===== src/rtl/scatter_pkg.sv =====
// Shared defaults for the scatter tree.
// Assumes: leaf count is a power of two derived from the level count.
package scatter_pkg;
    localparam int DEF_LEVELS = 4;
    localparam int DEF_DW     = 16;

    // Lowest mask bit owned by node i of a level whose slices are sw bits wide
    function automatic int slice_base(input int leaves, input int i, input int sw);
        return leaves - (i + 1) * sw;
    endfunction
endpackage


===== src/rtl/scatter_switch.sv =====
// One tree switch: a single pipeline register holding a word, its subtree mask
// slice and two enable bits (upper child = upper half of the slice).
// Assumes: load is only raised when stop_out is low (parent obeys on/off stop).
module scatter_switch #(
    parameter int DW = 16,
    parameter int SW = 2
) (
    input  logic          clk,
    input  logic          rst_n,
    input  logic          load,
    input  logic [DW-1:0] ld_data,
    input  logic [SW-1:0] ld_mask,
    input  logic          stop_up,
    input  logic          stop_dn,
    output logic [DW-1:0] data,
    output logic [SW-1:0] mask,
    output logic          send_up,
    output logic          send_dn,
    output logic          stop_out
);
    localparam int HW = SW / 2;

    logic valid_q, en_up_q, en_dn_q, go;
    logic [DW-1:0] data_q;
    logic [SW-1:0] mask_q;

    // Control state: occupancy and the two per-child enable bits
    always_ff @(posedge clk) begin
        if (!rst_n) begin
            valid_q <= 1'b0;
            en_up_q <= 1'b0;
            en_dn_q <= 1'b0;
        end else if (load) begin
            valid_q <= 1'b1;
            en_up_q <= |ld_mask[SW-1:HW];
            en_dn_q <= |ld_mask[HW-1:0];
        end else if (go) begin
            valid_q <= 1'b0;
        end
    end

    // Payload capture on load
    always_ff @(posedge clk) begin
        if (load) begin
            data_q <= ld_data;
            mask_q <= ld_mask;
        end
    end

    // Advance only when every enabled child can take the word
    always_comb begin
        go       = !(en_up_q && stop_up) && !(en_dn_q && stop_dn);
        send_up  = valid_q && go && en_up_q;
        send_dn  = valid_q && go && en_dn_q;
        stop_out = valid_q && !go;
        data     = data_q;
        mask     = mask_q;
    end


    no_overwrite_chk: assert property (@(posedge clk) disable iff (!rst_n)
        load |-> !stop_out);


    hold_word_chk: assert property (@(posedge clk) disable iff (!rst_n)
        stop_out |=> (valid_q && $stable(data_q) && $stable(mask_q)));
endmodule


===== src/rtl/scatter_leaf.sv =====
// Leaf output register: holds one word per leaf under on/off stop.
// Assumes: sel is the parent's stored mask bit for this leaf.
module scatter_leaf #(
    parameter int DW = 16
) (
    input  logic          clk,
    input  logic          rst_n,
    input  logic          load,
    input  logic [DW-1:0] ld_data,
    input  logic          sel,
    input  logic          stop_in,
    output logic          valid,
    output logic [DW-1:0] data,
    output logic          stop_out
);
    logic valid_q;
    logic [DW-1:0] data_q;

    // Occupancy: set on load, cleared when the leaf takes the word
    always_ff @(posedge clk) begin
        if (!rst_n)       valid_q <= 1'b0;
        else if (load)    valid_q <= 1'b1;
        else if (!stop_in) valid_q <= 1'b0;
    end

    // Payload capture on load
    always_ff @(posedge clk) begin
        if (load) data_q <= ld_data;
    end

    // Outputs and stop toward the bottom switch
    always_comb begin
        valid    = valid_q;
        data     = data_q;
        stop_out = valid_q && stop_in;
    end


    leaf_dest_chk: assert property (@(posedge clk) disable iff (!rst_n)
        load |-> sel);


    leaf_hold_chk: assert property (@(posedge clk) disable iff (!rst_n)
        (valid_q && stop_in) |=> (valid_q && $stable(data_q)));
endmodule


===== src/rtl/scatter_tree.sv =====
// Multicast scatter tree top: mask source select, entry stall, switch levels
// and leaf registers. Node n (heap order) has children 2n (upper) and 2n+1.
// Assumes: a word is taken only in a cycle where in_stop is low.
module scatter_tree
    import scatter_pkg::*;
#(
    parameter int LEVELS = DEF_LEVELS,
    parameter int DW     = DEF_DW,
    parameter int LEAVES = 1 << LEVELS
) (
    input  logic                 clk,
    input  logic                 rst_n,
    input  logic                 cfg_mode,
    input  logic                 cfg_load,
    input  logic                 in_valid,
    input  logic [DW-1:0]        in_data,
    input  logic [LEAVES-1:0]    in_mask,
    output logic                 in_stop,
    output logic [LEAVES-1:0]    leaf_valid,
    output logic [LEAVES*DW-1:0] leaf_data,
    input  logic [LEAVES-1:0]    leaf_stop
);
    localparam int NODES = 2 * LEAVES - 1;

    logic [LEAVES-1:0] epoch_mask, eff_mask;
    logic              accept, root_load;
    logic [NODES:1]    n_stop;
    logic [LEAVES-1:1] snd_up, snd_dn;
    logic [DW-1:0]     n_data [1:NODES];
    logic [LEVELS-1:0][LEAVES-1:0] lv_mask;

    // Epoch mask register, written by the config strobe
    always_ff @(posedge clk) begin
        if (!rst_n)        epoch_mask <= '0;
        else if (cfg_load) epoch_mask <= in_mask;
    end

    // Entry control: mask select, stall during config load, zero-mask drop
    always_comb begin
        eff_mask  = cfg_mode ? epoch_mask : in_mask;
        in_stop   = cfg_load || n_stop[1];
        accept    = in_valid && !in_stop;
        root_load = accept && (|eff_mask);
    end

    for (genvar l = 0; l < LEVELS; l++) begin : g_lvl
        localparam int SW = LEAVES >> l;
        for (genvar i = 0; i < (1 << l); i++) begin : g_sw
            localparam int N    = (1 << l) + i;
            localparam int BASE = slice_base(LEAVES, i, SW);
            logic          ld;
            logic [SW-1:0] ld_m;
            logic [DW-1:0] ld_d;
            if (l == 0) begin : g_root
                assign ld   = root_load;
                assign ld_m = eff_mask;
                assign ld_d = in_data;
            end else begin : g_inner
                assign ld   = (N % 2 == 0) ? snd_up[N/2] : snd_dn[N/2];
                assign ld_m = lv_mask[l-1][BASE +: SW];
                assign ld_d = n_data[N/2];
            end
            scatter_switch #(.DW(DW), .SW(SW)) u_sw (
                .clk(clk), .rst_n(rst_n), .load(ld), .ld_data(ld_d), .ld_mask(ld_m),
                .stop_up(n_stop[2*N]), .stop_dn(n_stop[2*N+1]),
                .data(n_data[N]), .mask(lv_mask[l][BASE +: SW]),
                .send_up(snd_up[N]), .send_dn(snd_dn[N]), .stop_out(n_stop[N])
            );
        end
    end

    for (genvar i = 0; i < LEAVES; i++) begin : g_leaf
        localparam int N    = LEAVES + i;
        localparam int PORT = LEAVES - 1 - i;
        logic ld;
        assign ld = (N % 2 == 0) ? snd_up[N/2] : snd_dn[N/2];
        scatter_leaf #(.DW(DW)) u_leaf (
            .clk(clk), .rst_n(rst_n), .load(ld), .ld_data(n_data[N/2]),
            .sel(lv_mask[LEVELS-1][PORT]), .stop_in(leaf_stop[PORT]),
            .valid(leaf_valid[PORT]), .data(n_data[N]), .stop_out(n_stop[N])
        );
        assign leaf_data[PORT*DW +: DW] = n_data[N];
    end


    zero_drop_chk: assert property (@(posedge clk) disable iff (!rst_n)
        (in_valid && !in_stop && (eff_mask == '0)) |=> !n_stop[1]);
endmodule


===== config.mk =====
export PLATFORM = sky130hd
export DESIGN_NAME = scatter_tree
export DESIGN_NICKNAME = d
export VERILOG_FILES = /design/src/rtl/scatter_pkg.sv /design/src/rtl/scatter_switch.sv /design/src/rtl/scatter_leaf.sv /design/src/rtl/scatter_tree.sv
export SDC_FILE = /design/constraint.sdc
export NUM_CORES = 1
export LEC_CHECK = 0
export BUFFER_PORTS_ARGS = -buffer_cell sky130_fd_sc_hd__buf_2
export CAP_MARGIN = 20
export CORE_ASPECT_RATIO = 1.75
export CORE_MARGIN = 2
export CORE_UTILIZATION = 50
export CTS_CLUSTER_SIZE = 28
export DETAILED_ROUTE_END_ITERATION = 7
export PLACE_DENSITY = 0.77
export SLEW_MARGIN = 10
export SYNTH_ARGS = -nofsm -noshare
export SYNTH_HDL_FRONTEND = slang
export SYNTH_HIERARCHICAL = 1
export SYNTH_SLANG_ARGS = --single-unit

===== constraint.sdc =====
create_clock -name clk -period 14.25 [get_ports clk]
set_input_delay 0 -clock clk [delete_from_list [all_inputs] [get_ports clk]]
set_output_delay 0 -clock clk [all_outputs]
set_load 0.05 [all_outputs]

==> reports/qor.yml <==
run_status:
  run_status: "complete, no violations"
clock_network:
  postCtsSetupBuffers: 0
  numCtsBuffers: 49
  htree_num_levels: 2
  cts_root_buf: "clkbuf_16"
  clkSinkCount: 621
  cts_tree: "yes"
  clkLatencyLatePin_ns: 0.58
  post_cts_repair_resize_count: 0
  cts_buffer_depth: 3
  clkSlewWorstSetupHoldPaths_ns: 0.07
yosys:
  syn_area_sq_mm: 0.0200
  synthesis.yosys.warnings: 6
  synth_fp_nets: 984
  synth.avg_cell_area_sq_um: 21.5
  syn-instance-count: 931
cells_and_area:
  filler_free_cell_count_of_the_finished_design: 1920
  layout-drive-gt1-share: 0.356
  syn2layout_area_growth_pct: 25.6
  final_net_count: 1442
sta:
  final_max_slew_viol_count: 0
  slew-limit-headroom: 0.247
  final-hold-violation-count: 0
  period_utilisation_layout: 0.245
  unrepaired_setup_endpoints_after_global_routing: "false"
  totalNegativeSetupSlack_ns: 0
  period_minus_slack_ns: 3.49
  tightest_slew_ns: 1.13
  achievable-frequency_ghz: 0.286
  setup_slack_ns: 10.76
  worst_clock_skew_ns: 0.0296
  finalSetupViolations: 0
setup_path:
  kind_of_start_point_of_the_critical_path: "register"
  path_max_fanout: 4
  worst_ep_required_time_ns: 14.25
  cp.arrival_ns: 3.49
  critical_path.endpoint_type: "primary output"
  criticalPathCategory: "register to primary output"
floorplanning:
  height_of_the_die_um: 269
  start_util: 0.509
  fp.dieArea_sq_mm: 0.0417
  num_rows: 96
  dieWidth_um: 155
  design.portCount: 326
  floorplan.core_area_sq_mm: 0.0393
detailed_routing:
  drc: 0
  drt_pass1_iterations: 5
  drt-total-wl_um: 43800
  drt-wirelength-per-cell_um: 22.8
  vias: 10080
  route.detailed.vias_per_inst: 5.25
  first_iter_violations: 566
  antenna_violating_nets_post_route: 0
global_routing:
  grt.total_usage: 0.204
  grt_first_pass_wirelength_um: 62500
  antenna_found_initial: 2
  grt_util_met3: 0.0323
  grt-busiest-layer: "met2"
  first_global_vias: 10570
  maximum_number_of_pins_on_one_net_before_global_route_repair: 78
  global_route.usage.met2: 0.403
  global_route.usage.met1: 0.204
  global_route.overflow_total: 0
power_and_ir_drop:
  leakage_nw: 8.60
  power.density_mw_per_mm2: 137
  vdd.ir_drop.worst_v: 0.0000944
placement:
  place.detailed.hpwl_um: 29500
  place_congestion: 0.825
  place_worst_setup_slack_ns: 10.87
  placed_cells: 1759
  buffer_ports.inserted: 325
job:
  max_cap_violations: 0
min_path:
  timing.hold.worst.class: "input port to register"
[sequential cells by signal (all words and copies together), names as in the netlist]
| name | cells |
|---|---|
| epoch_mask | 16 |
| g_lvl.g_sw.u_sw/en_dn_q | 15 |
| g_lvl.g_sw.u_sw/mask | 48 |
| g_lvl.g_sw.u_sw/valid_q | 15 |
| g_leaf.u_leaf/data | 256 |
| g_leaf.u_leaf/valid | 16 |
| g_lvl.g_sw.u_sw/en_up_q | 15 |
| g_lvl.g_sw.u_sw/data | 240 |
[critical path, cell delays in order (launching register included)]
cell	delay, ns
dfxtp_1	0.36
and2_4	0.20
a22oi_1	0.09
nor2b_1	0.44
a22oi_1	0.16
nor2b_1	0.49
a22oi_1	0.21
nor2b_1	0.28
nand2_2	0.10
a21boi_2	0.15
or2_2	0.16
buf_2	0.29
[layout make-up]
type | count | area [sq um]
fill | 2531 | 14200
antenna | 2 | 5.00
clock buffer | 54 | 1240
timing repair buffer | 412 | 2530
multi-input combinational | 290 | 2320
inverter | 15 | 56.3
clock inverter | 36 | 467
tap | 490 | 613
sequential | 621 | 17900
[through the flow]
step | hold slack [ns] | instance area [sq um] | util | power (W)
floorplan | 0.0989 | 20000 | - | 0.00203
global placement | 0.179 | 22600 | 0.575 | 0.00204
detailed placement | 0.178 | 22700 | 0.577 | 0.00205
CTS | 0.00322 | 25000 | 0.635 | 0.00347
global route | 0.0508 | 25100 | 0.639 | 0.00354
finish | 0.0429 | 25100 | 0.639 | 0.00344
[power by group]
group | internal (W) | switching [W]
logic | 0.0000274 | 0.0000236
clock network | 0.000804 | 0.000616
registers | 0.00196 | 0.00000787
[cell usage in the layout (no fill, tap or decap), drive strengths merged, types with 14 or more instances in the layout]
master       instances
edfxtp             544
buf                354
dfxtp               77
dlygate4sd3         58
clkbuf              54
nor2b               46
mux2i               32
nand2               31
a211oi              29
o21ai               28
a21oi               26
inv                 18
o21a                17
and2                16
mux2                16
clkinv              15
a22oi               14
[final timing paths]
path	to	start	cells after the start	slack, ns
max	in_stop	g_leaf[1].u_leaf/valid$_SDFFE_PN0P_	11	10.76
min	epoch_mask[15]$_SDFFE_PN0P_	cfg_load	3	0.04
max reg2reg	g_lvl[0].g_sw[0].u_sw/en_dn_q$_SDFFE_PN0P_	g_leaf[12].u_leaf/valid$_SDFFE_PN0P_	14	10.82
min reg2reg	g_leaf[4].u_leaf/data[4]$_DFFE_PP_	g_lvl[3].g_sw[2].u_sw/data[4]$_DFFE_PP_	0	0.43
[routing by layer]
| metal | wire length [um] | vias to the layer above |
|---|---|---|
| li1 | - | 4529 |
| met1 | 14700 | 5063 |
| met2 | 24900 | 386 |
| met3 | 2060 | 102 |
| met4 | 2090 | 0 |
| met5 | 0 | - |
[repair_timing]
item / 4_1_cts / 5_1_grt
setup endpoints to repair: 0 / 0
hold buffers: 58 / 0
hold endpoints to repair: 85 / 0
No activity file was read; power rests on OpenSTA's default activity.
